**src/rtl/bus_rd_pkg.sv**
```systemverilog
package bus_rd_pkg;
  typedef enum logic [2:0] {
    ST_IDLE = 3'd0,
    ST_P0   = 3'd1,
    ST_P1   = 3'd2,
    ST_P2   = 3'd3,
    ST_P3   = 3'd4,
    ST_P4   = 3'd5,
    ST_WAIT = 3'd6,
    ST_P5   = 3'd7
  } rd_state_e;
endpackage

```
**src/rtl/bus_rd_timer.sv**
```systemverilog
// phase timer: counts core clocks inside one bus phase
module bus_rd_timer #(
  parameter int DIVW = 4
) (
  input  logic            clk_i,
  input  logic            rst_ni,
  input  logic            load_i,
  input  logic [DIVW-1:0] div_i,
  input  logic            run_i,
  output logic            last_o,
  output logic            prelast_o,
  output logic            unit_o
);
  logic [DIVW-1:0] div_q, cnt_q;

  assign last_o    = (cnt_q == div_q - DIVW'(1));
  assign unit_o    = (div_q == DIVW'(1));
  assign prelast_o = !unit_o && (cnt_q == div_q - DIVW'(2));

  always_ff @(posedge clk_i or negedge rst_ni) begin
    if (!rst_ni) begin
      div_q <= DIVW'(1);
      cnt_q <= '0;
    end else begin
      if (load_i) div_q <= (div_i == '0) ? DIVW'(1) : div_i;
      if (!run_i || last_o) cnt_q <= '0;
      else                  cnt_q <= cnt_q + DIVW'(1);
    end
  end
endmodule

```
**src/rtl/bus_rd_ack.sv**
```systemverilog
// acknowledge sampler and stretch-phase counter
module bus_rd_ack #(
  parameter int WLW = 4
) (
  input  logic           clk_i,
  input  logic           rst_ni,
  input  logic           load_i,
  input  logic [WLW-1:0] lim_i,
  input  logic           sample_i,
  input  logic           dtack_ni,
  input  logic           wait_inc_i,
  output logic           ack_o,
  output logic           lim_hit_o
);
  logic [WLW-1:0] lim_q, wcnt_q;

  assign lim_hit_o = (lim_q != '0) && (wcnt_q == lim_q);

  always_ff @(posedge clk_i or negedge rst_ni) begin
    if (!rst_ni) begin
      lim_q  <= '0;
      wcnt_q <= '0;
      ack_o  <= 1'b0;
    end else if (load_i) begin
      lim_q  <= lim_i;
      wcnt_q <= '0;
      ack_o  <= 1'b0;
    end else begin
      if (sample_i)   ack_o  <= !dtack_ni;
      if (wait_inc_i) wcnt_q <= wcnt_q + WLW'(1);
    end
  end
endmodule

```
**src/rtl/bus_rd_capture.sv**
```systemverilog
// result register: data, error flag, completion pulse
module bus_rd_capture #(
  parameter int DW = 8
) (
  input  logic          clk_i,
  input  logic          rst_ni,
  input  logic          fire_i,
  input  logic          berr_i,
  input  logic [DW-1:0] data_i,
  output logic          done_o,
  output logic [DW-1:0] rdata_o,
  output logic          berr_o
);
  always_ff @(posedge clk_i or negedge rst_ni) begin
    if (!rst_ni) begin
      done_o  <= 1'b0;
      rdata_o <= '0;
      berr_o  <= 1'b0;
    end else begin
      done_o <= fire_i;
      if (fire_i) begin
        rdata_o <= berr_i ? '0 : data_i;
        berr_o  <= berr_i;
      end
    end
  end
endmodule

```
**src/rtl/bus_rd_seq.sv**
```systemverilog
module bus_rd_seq
  import bus_rd_pkg::*;
#(
  parameter int AW   = 24,
  parameter int DW   = 8,
  parameter int DIVW = 4,
  parameter int WLW  = 4
) (
  input  logic            clk_i,
  input  logic            rst_ni,
  input  logic            req_i,
  input  logic [AW-1:0]   addr_i,
  input  logic [DIVW-1:0] div_i,
  input  logic [WLW-1:0]  wait_lim_i,
  output logic            busy_o,
  output logic            done_o,
  output logic [DW-1:0]   rdata_o,
  output logic            berr_o,
  output logic            bus_rnw_o,
  output logic [AW-1:0]   bus_addr_o,
  output logic            bus_as_no,
  output logic            bus_ds_no,
  input  logic            bus_dtack_ni,
  input  logic [DW-1:0]   bus_data_i
);
  rd_state_e state_q, state_d;
  logic [AW-1:0] addr_q;
  logic err_q, err_set;
  logic load, run, last, prelast, unit;
  logic is_chk, sample, ack, lim_hit, wait_inc, fire;

  assign load   = (state_q == ST_IDLE) && req_i;
  assign run    = (state_q != ST_IDLE);
  assign is_chk = (state_q == ST_P4) || (state_q == ST_WAIT);
  // single-clock phases sample on the last clock of the phase before
  assign sample = (is_chk && prelast) ||
                  (unit && last && (is_chk || state_q == ST_P3));

  bus_rd_timer #(.DIVW(DIVW)) u_timer (
    .clk_i, .rst_ni, .load_i(load), .div_i, .run_i(run),
    .last_o(last), .prelast_o(prelast), .unit_o(unit)
  );

  bus_rd_ack #(.WLW(WLW)) u_ack (
    .clk_i, .rst_ni, .load_i(load), .lim_i(wait_lim_i), .sample_i(sample),
    .dtack_ni(bus_dtack_ni), .wait_inc_i(wait_inc), .ack_o(ack),
    .lim_hit_o(lim_hit)
  );

  bus_rd_capture #(.DW(DW)) u_cap (
    .clk_i, .rst_ni, .fire_i(fire), .berr_i(err_q), .data_i(bus_data_i),
    .done_o, .rdata_o, .berr_o
  );

  always_comb begin
    state_d  = state_q;
    wait_inc = 1'b0;
    err_set  = 1'b0;
    fire     = 1'b0;
    unique case (state_q)
      ST_IDLE: if (req_i) state_d = ST_P0;
      ST_P0:   if (last) state_d = ST_P1;
      ST_P1:   if (last) state_d = ST_P2;
      ST_P2:   if (last) state_d = ST_P3;
      ST_P3:   if (last) state_d = ST_P4;
      ST_P4, ST_WAIT: begin
        if (last) begin
          if (ack) state_d = ST_P5;
          else if (lim_hit) begin
            state_d = ST_P5;
            err_set = 1'b1;
          end else begin
            state_d  = ST_WAIT;
            wait_inc = 1'b1;
          end
        end
      end
      ST_P5: begin
        if (last) begin
          state_d = ST_IDLE;
          fire    = 1'b1;
        end
      end
      default: state_d = ST_IDLE;
    endcase
  end

  always_ff @(posedge clk_i or negedge rst_ni) begin
    if (!rst_ni) begin
      state_q <= ST_IDLE;
      addr_q  <= '0;
      err_q   <= 1'b0;
    end else begin
      state_q <= state_d;
      if (load) begin
        addr_q <= addr_i;
        err_q  <= 1'b0;
      end else if (err_set) begin
        err_q <= 1'b1;
      end
    end
  end

  logic strobe;
  assign strobe     = (state_q == ST_P2) || (state_q == ST_P3) || is_chk ||
                      (state_q == ST_P5);
  assign bus_as_no  = !strobe;
  assign bus_ds_no  = !strobe;
  assign bus_addr_o = (run && state_q != ST_P0) ? addr_q : '0;
  assign bus_rnw_o  = 1'b1;
  assign busy_o     = run;
endmodule

```
**config.mk**
```make
export PLATFORM = sky130hd
export DESIGN_NAME = bus_rd_seq
export DESIGN_NICKNAME = d
export VERILOG_FILES = /design/src/rtl/bus_rd_pkg.sv /design/src/rtl/bus_rd_timer.sv /design/src/rtl/bus_rd_ack.sv /design/src/rtl/bus_rd_capture.sv /design/src/rtl/bus_rd_seq.sv
export SDC_FILE = /design/constraint.sdc
export NUM_CORES = 1
export LEC_CHECK = 0
export BUFFER_PORTS_ARGS = -buffer_cell sky130_fd_sc_hd__buf_2
export CORE_ASPECT_RATIO = 0.6
export CORE_MARGIN = 5
export CORE_UTILIZATION = 51
export DETAILED_ROUTE_END_ITERATION = 16
export PLACE_DENSITY = 0.79
export SETUP_SLACK_MARGIN = 0.2
export SLEW_MARGIN = 25
export SYNTH_ARGS = -nofsm -noshare
export SYNTH_HDL_FRONTEND = slang
export SYNTH_SLANG_ARGS = --single-unit
```
**constraint.sdc**
```tcl
create_clock -name clk_i -period 3.3 [get_ports clk_i]
set_clock_uncertainty 0.05 [all_clocks]
set_input_delay 0.66 -clock clk_i [delete_from_list [all_inputs] [get_ports clk_i]]
set_output_delay 0.66 -clock clk_i [all_outputs]
set_load 0.02 [all_outputs]
```
# == Word level (Yosys, flattened, before mapping) ==
# Cells that the tools add are included.
# word_totals
register_bits,55
latch_bits,0
ramBits,0
romBits,0
in_bits,44
output_inout_bits,38
word_cells,91
mem_count,0
# classes
add_sub_neg,4
n_mul,0
div_mod_pow,0
n_lt_le_gt_ge,0
eq_ne,19
shifts,0
n_mux,30
bitwise_logic,0
n_reduce_logical,27
# ops
operator,n
two-way mux 24 bit,1
two-way mux 3 bit,7
case mux 3 bit (7 select lines),1
two-way mux 1 bit,16
two-way mux 4 bit,4
"inequality test 2 bit, second input constant",7
"equality test 3 bit, second input constant",4
equality test 4 bit,3
"adder 4 x 1 -> 4 bit, second input constant",2
two-way mux 8 bit,1
logical AND 1 bit,7
logical OR 1 bit,7
AND reduction 7 bit,1
"equality test 3 x 2 -> 1 bit, second input constant",2
nonzero test 2 bit,3
"equality test 4 x 1 -> 1 bit, second input constant",1
zero test 1 bit,4
zero test 4 bit,1
nonzero test 4 bit,1
"subtractor 4 x 1 -> 4 bit, second input constant",1
"subtractor 4 x 2 -> 4 bit, second input constant",1
"equality test 3 x 1 -> 1 bit, second input constant",1
zero test 3 bit,1
"inequality test 3 x 1 -> 1 bit, second input constant",1
2 further kinds,2

# == Longest topological paths before layout ==
# Gate-level depths: netlist (run 1).
# logic_depth
ltp_word,8
mapped_depth,9
mapped_depth_nobuf,7

# == Hierarchy ==
# From an unflattened synthesis (run 1), not the netlist that was laid out.
# hier_totals
hier_cells,232
hier_area_um2,2748.9
# modules_own_cells
module,n_inst,cells_each,area_per_inst_um2,seq_area_each_um2
bus_rd_seq,1,113,1358.8,700.7
bus_rd_timer,1,47,519.2,201.4
bus_rd_capture,1,37,449.2,250.2
bus_rd_ack,1,35,421.7,225.2

# == Least setup slack after synthesis (run 1) ==
# OpenSTA, ideal clock, no wires.
# synth_path
kind,register -> register
from,reg u_timer.div_q[0]
to,reg u_cap.berr_o
setup_time_ns,0.125
arrival_time_ns,2.154
required_time_ns,3.125
slack_ns,0.971
path_stages_with_launch,9
n_path_buf,1
synth_period_minus_slack_ns,2.329
cell_sequence,dfstp_2 -> inv_1 -> ha_1 -> xnor3_1 -> nand3_1 -> nor2_1 -> and3_1 -> buf_6 -> mux2_2
# synth_between
elab_chain_cells,4
# synth_rtl
element,line_no,text
"start, declared",bus_rd_timer.sv:14,"logic [DIVW-1:0] div_q, cnt_q;"
"start signal, assigned",bus_rd_timer.sv:25,if (load_i) div_q <= (div_i == '0) ? DIVW'(1) : div_i;
subtractor 4 x 1 -> 4 bit,bus_rd_timer.sv:16,assign last_o = (cnt_q == div_q - DIVW'(1));
equality test 4 bit,bus_rd_timer.sv:16,
two-way mux 1 bit,bus_rd_seq.sv:79,if (last) begin
two-way mux 1 bit,bus_rd_seq.sv:60,unique case (state_q)
net fire,bus_rd_seq.sv:30,"logic is_chk, sample, ack, lim_hit, wait_inc, fire;"
"end signal, assigned",bus_rd_capture.sv:23,berr_o <= berr_i;
"end, declared",bus_rd_capture.sv:12,output logic berr_o
# The timed path passes the listed nets, and every way through them passes these cells.
# A chain may end at the register's enable or synchronous reset.

# == Worst setup path in the final report (run 1) ==
# layout_path
from,reg u_timer.div_q[0]
to,reg u_ack.wcnt_q[1]
# layout_between
elab_chain_cells,5
# layout_rtl
element,line_no,text
subtractor 4 x 1 -> 4 bit,bus_rd_timer.sv:16,
equality test 4 bit,bus_rd_timer.sv:16,
two-way mux 1 bit,bus_rd_seq.sv:67,if (last) begin
two-way mux 1 bit,bus_rd_seq.sv:60,
nonzero test 2 bit (no line),--,
"end signal, assigned",bus_rd_ack.sv:30,if (wait_inc_i) wcnt_q <= wcnt_q + WLW'(1);
"end, declared",bus_rd_ack.sv:15,"logic [WLW-1:0] lim_q, wcnt_q;"
# No other way between the ends.

==> results.md, run 1 <==
* Port bufs at 80
* Critical path class: reg2reg
* RePlAce Congestion at 0.807
* Final Hold Fails at 0
* Sum Neg Setup Slack at 0 ps
* Die X at 105 um
* CTS Sinks at 55
* Postcts setup bufs at 0
* Leakage at 1.90 nW
* Wl on met1 at 2850 um
* Layout cells sized above 1 at 29.4%
* Syn nets at 348
* Ports at 82
* Die area at 7020 sq um
* TritonCTS clock tree: done
* Hold crit path type: in2async
* Area contributors post-synth: dfrtp_1 49%, nand2_1 13%, and2_1 5.9%
* Sequential cell area at 1380 sq um
* CTS Root Cell: clkbuf_8
* Most used DFF post-synth: dfrtp_1
* Area growth, synth to finish at 20.4%
* Worst-Skew Late Latency at 300 ps
* CTS buffer count at 5
* Slowest CP cell: nor4_1
* Mapped Cells at 294
* Post-CTS sizing at 0
* CP Data Arrival Time at 2770 ps
* Slowest stage delay, CP at 700 ps
* Remaining antenna violation count at 0
* 1st-pass router iterations at 4
* CTS Buffer Depth at 2
* CP Max Fanout at 6
* Max rail drop VDD at 0.378 mV
* Largest net degree at the start of global routing at 56
* Area of the multi-input gates at 1280 sq um
* Seq cells post-synth at 55
* Filler cells at 469
* Core Footprint at 5150 sq um
* Post-synth ARST share at 100%
* Proportion of synthesized chip area in sequential cells at 50.0%
* Max-slew violation count at 0
* Worst path depth at 7
* H-tree depth at 2
* Power Density at 830 nW/um^2
* RSZ-0062 raised after global routing: no
* RR Endpoint: u_ack.wcnt_q[1]
* Final min period at 2630 ps
* Slew margin rel. at 44.8%
* Hpwl dp at 4230 um
* Diode count at 0
* Leading cell type in the layout, fill and taps excluded: nand2_1
* Initial DRC count at 61
* Synth area leader: dfrtp_1
* F_max at 0.380 GHz
* Met3 Wirelength at 548 um
* First-pass GRT wire length at 9470 um
* Most frequent cells in the layout: 96 x nand2_1, 80 x buf_2, 54 x dfrtp_1
* Period utilisation layout at 79.7%
* Transition time at the pin with the least slew margin at 821 ps
* Initial core utilization at 53.5%
* Area of the mapped netlist at 2760 sq um
* Yosys warns at 0
* Critical Path RT at 3440 ps
* Vias per inst at 4.88
* # rows at 20
* Cells on worst reg2reg path at 7
* Residual DRC at 0
* Reg2Reg Setup Slack at 670 ps
* Unique cell type count in the Yosys netlist at 40
* Critical path endpoint category: flop
* Post-synth top area share at 49.0%
* Number of synthesized flops with an enable pin at 0
* Nets at 427
* Total Routing Usage GR at 16.7%
* Critical path's top delay family: simple AND/OR/NAND/NOR gates
* Final global-route overflow total at 0
* Final WL at 5700 um
* Met2 routed WL at 2280 um
* WP buf/inv at 1
* Syn avg cell area at 9.38 sq um
* Wire per inst at 13.0 um
* Non-filler cells, final at 440
* Vias at 2149
* Reg-to-Reg Start: u_timer.div_q[0]
* Clock-pin slew on the worst setup and hold paths at 100 ps
* Die Y-Extent at 66.9 um
* Critical path startpoint category: flop
* Number of global-route vias before repair at 2028
* CP Cell Sequence: inv_1, ha_1, xnor3_1, nand3_1, nor4_1, nand2_1, a31o_2
* Initial antenna violation count at 0
* Maxcap violations at 0
* Status: complete, no violations
* Post-CTS Hold Buffers at 0
* Max layer used: met4
* Placed insts at 432
* Setup violators final at 0
per-stage QoR:
step	power (mW)	instance area, sq um	hold WS (ps)	utilization (%)	worst slack [ps]
after detailed placement	2.38	3220	404	62.4	735
final	2.76	3320	422	64.4	670
after floorplan	2.01	2760	314	-	971
after global placement	2.34	3220	399	62.4	828
after global routing	2.99	3320	439	64.4	550
after CTS	2.79	3320	427	64.4	722
logic make-up (layout without fill, tap and decap cells):
| logic type | count (synthesis) | after routing | synth area share [%] |
|---|---|---|---|
| other cells | 1 | 1 | 0.136 |
| flops | 55 | 55 | 50.0 |
| xor+xnor | 13 | 13 | 4.63 |
| compound gates | 20 | 20 | 4.49 |
| mux | 15 | 15 | 5.95 |
| buf+inv | 22 | 102 | 3.59 |
| fa+ha+maj | 10 | 10 | 4.54 |
| simple gates | 158 | 158 | 26.7 |
sequential cells by signal, summed over array words and instances (netlist names):
register and count:
u_ack.wcnt_q 4, u_cap.done_o 1, u_ack.lim_q 4, u_ack.ack_o 1, u_timer.cnt_q 4, state_q 3, u_timer.div_q 4, u_cap.rdata_o 8
addr_q 24, err_q 1, u_cap.berr_o 1
final cells by class:
type	count	area share (%)
Multi-Input combinational cell	217	38.6
Inverter	8	0.905
Sequential cell	55	41.5
Clock inverter	1	0.226
Clock buffer	7	2.90
Timing Repair Buffer	86	13.4
Tap cell	66	2.49
synth_stat cells (all sizes together), types with 2 or more instances:
master,n
a21oi,4
a31oi,2
and2,26
and3,4
buf,4
clkbuf,10
dfrtp,54
ha,10
inv,8
mux2,11
mux2i,4
nand2,96
nand2b,3
nand3,3
nor2,4
nor2b,9
nor3,6
o21ai,7
xnor2,3
xor2,9
power breakdown:
part	switching [mW]	leakage [nW]	internal, mW
registers	0.204	0.715	0.928
clock network	0.211	0.0505	0.191
logic	0.692	1.13	0.531
how the worst max path moves through the flow:
stage	startpoint	end
2_1_floorplan	u_timer.div_q[0]	u_cap.berr_o
3_3_place_gp	u_timer.div_q[0]	u_ack.wcnt_q[1]
3_5_place_dp	u_timer.div_q[0]	u_ack.wcnt_q[1]
4_1_cts	u_timer.div_q[0]	u_ack.wcnt_q[1]
5_1_grt	u_timer.div_q[0]	u_ack.wcnt_q[1]
6_report	u_timer.div_q[0]	u_ack.wcnt_q[1]
metal layers:
layer	vias up	GRT usage (%)
li1	1101	-
met1	967	23.3
met2	77	25.9
met3	4	5.91
met4	0	1.91
met5	-	0
(Power assumes the default switching activity.)
==> run 2, diff against run 1 <==
- ABC_AREA: not set -> 1
- CORE_UTILIZATION: 51 -> 52
- PLACE_DENSITY: 0.79 -> 0.8
- clock period: 3.3 -> 2.47 ns (I/O delays scaled with it)
==> results.md, run 2 <==
* Final WL at 7020 um
* Maxcap violations at 0
* Most common cell in the netlist: nand2_1
* Hold crit path type: in2async
* Die area at 7240 sq um
* Top Registers: addr_q x24, u_cap.rdata_o x8
* Most flops, register: addr_q
* # rows at 21
* F_max at 0.449 GHz
* Largest net degree at the start of global routing at 50
* Layout cells sized above 1 at 28.2%
* Nets at 532
* Period utilisation layout at 90.2%
* Total Routing Usage GR at 19.2%
* Area of the mapped netlist at 2910 sq um
* Seq cells post-synth at 55
* CTS Root Cell: clkbuf_8
* Synth cell count leaders: 123 x nand2_1, 54 x dfrtp_1, 53 x inv_1
* Remaining antenna violation count at 0
* Status: complete, no violations
* Number of global-route vias before repair at 2411
* Setup violators final at 0
* Transition time at the pin with the least slew margin at 561 ps
* Initial antenna violation count at 0
* Diode count at 0
* Number of synthesized flops with an enable pin at 0
* Initial DRC count at 170
* Sum Neg Setup Slack at 0 ps
* Die Y-Extent at 68.0 um
* Switching Power at 2.46 mW
* TritonCTS clock tree: done
* Placed insts at 526
* Leading cell type in the layout, fill and taps excluded: nand2_1
* P_int at 3.02 mW
* Final Cell Area at 3800 sq um
* Post-synth ARST share at 100%
* Unique cell type count in the Yosys netlist at 29
* Worst-Skew Late Latency at 310 ps
* Critical path endpoint category: output pin
* Critical path class: reg2out
* 1st-pass router iterations at 4
* Most used DFF post-synth: dfrtp_1
* Core Footprint at 5490 sq um
* Max rail drop VDD at 0.615 mV
* Final Hold Fails at 0
* M3 GR Usage at 3.96%
* RePlAce Congestion at 0.830
* Syn nets at 440
* Post-Place Cell Area at 3370 sq um
* Vias per inst at 4.85
* Wire per inst at 12.8 um
* Clk pwr share at 12.8%
* H-tree depth at 2
* Flop pwr share at 27.6%
* Vias at 2659
* Grt met1 use at 26.3%
* Slew margin rel. at 62.6%
* Layer with the highest usage: met2
* Reg2Reg Setup Slack at 420 ps
* Area contributors post-synth: dfrtp_1 46%, nand2_1 16%, inv_1 6.8%
* Residual DRC at 0
* CTS Sinks at 55
* CP Data Arrival Time at 1680 ps
* Mapped Cells at 386
* RSZ-0062 raised after global routing: yes
* Yosys warns at 0
* CTS buffer count at 5
* Critical Path RT at 1930 ps
* Hpwl dp at 4950 um
* Final global-route overflow total at 0
* Post-synth top area share at 46.4%
* Sw frac at 44.9%
* First-pass GRT wire length at 11000 um
* Hold WS at 108 ps
* Proportion of synthesized chip area in sequential cells at 47.3%
* Leakage at 2.06 nW
* Final min period at 2230 ps
* Synth area leader: dfrtp_1
* Post-CTS Hold Buffers at 0
* Placement-stage worst setup slack at 382 ps
* Syn avg cell area at 7.54 sq um
* Initial core utilization at 53.0%
* Port bufs at 80
* Power Density at 1440 nW/um^2
* Combinational fraction of design power at 59.6%
* Met2 GRT Util at 32.0%
* Critical path startpoint category: flop
* Ports at 82
* CP Max Fanout at 6
* Area growth, synth to finish at 30.7%
* CTS Buffer Depth at 2
* Non-filler cells, final at 548
* Largest register FFs at 24
* Most frequent cells in the layout: 120 x nand2_1, 59 x buf_2, 54 x dfrtp_1
* Max-slew violation count at 0
* Die X at 107 um
* Clock-pin slew on the worst setup and hold paths at 100 ps
* Final WS setup at 242 ps
-- run 2: worst max-delay path, cell delays in order, from the launching register on --
cell and delay [ps]:
dfrtp_1 420, inv_2 110, ha_4 150, inv_2 40, nor2_4 100, inv_2 60
nand2_4 120, clkbuf_16 170, nor2_1 50, buf_4 150
-- run 2: repair_timing --
action | CTS | global route
pin swaps | 3 | 4
setup endpoints to repair | 26 | 51
setup buffers | 9 | 3
gates resized for setup | 29 | 21
cloned | 1 | 1
-- run 2: cell type report --
cell class | instances | area (sq um)
well taps | 69 | 86.3
multi-input cells | 259 | 1310
clock buffers | 5 | 68.8
flip-flops and latches | 55 | 1380
clock inverters | 3 | 67.6
inverters | 60 | 230
repair buffers | 97 | 663
fillers | 456 | 1690
-- run 2: through the flow --
step                util, %  total power, mW
detailed placement     61.4             4.10
global placement       61.4             4.00
finish                 69.2             5.47
global route           69.2             5.94
CTS                    67.0             5.20
floorplan                 -             3.38
-- run 2: kinds of logic after synthesis --
logic type	synth area share [%]
and+or+nand+nor	29.0
buffers and inverters	10.2
DFF	47.3
AOI/OAI and AO/OA	7.22
adders and majority gates	4.30
xor gates and xnor gates	1.81
other	0.129
-- run 2: worst paths after layout --
path,from,endpoint,cells past startpoint
max in group asynchronous,rst_ni,addr_q[7],2
min reg2reg,u_cap.rdata_o[0],u_cap.rdata_o[0],2
max,state_q[1],bus_addr_o[7],9
min in group clk_i,addr_i[22],addr_q[22],3
max reg2reg,state_q[1],addr_q[21],12
min,rst_ni,state_q[1],1
-- run 2: metal layers --
layer	wire length, um	vias up	share of wire [%]
li1	-	1355	-
met1	3280	1223	47
met2	3260	74	46
met3	424	7	6.0
met4	60	0	0.85
met5	0	-	0
-- run 2: power groups by stage --
stage	sequential [mW]	clock, mW	combinational (mW)
4_1_cts	1.50	0.713	2.99
3_3_place_gp	1.51	0	2.50
6_report	1.51	0.703	3.26
5_1_grt	1.55	0.747	3.64
3_5_place_dp	1.53	0	2.58
2_1_floorplan	1.54	0	1.84
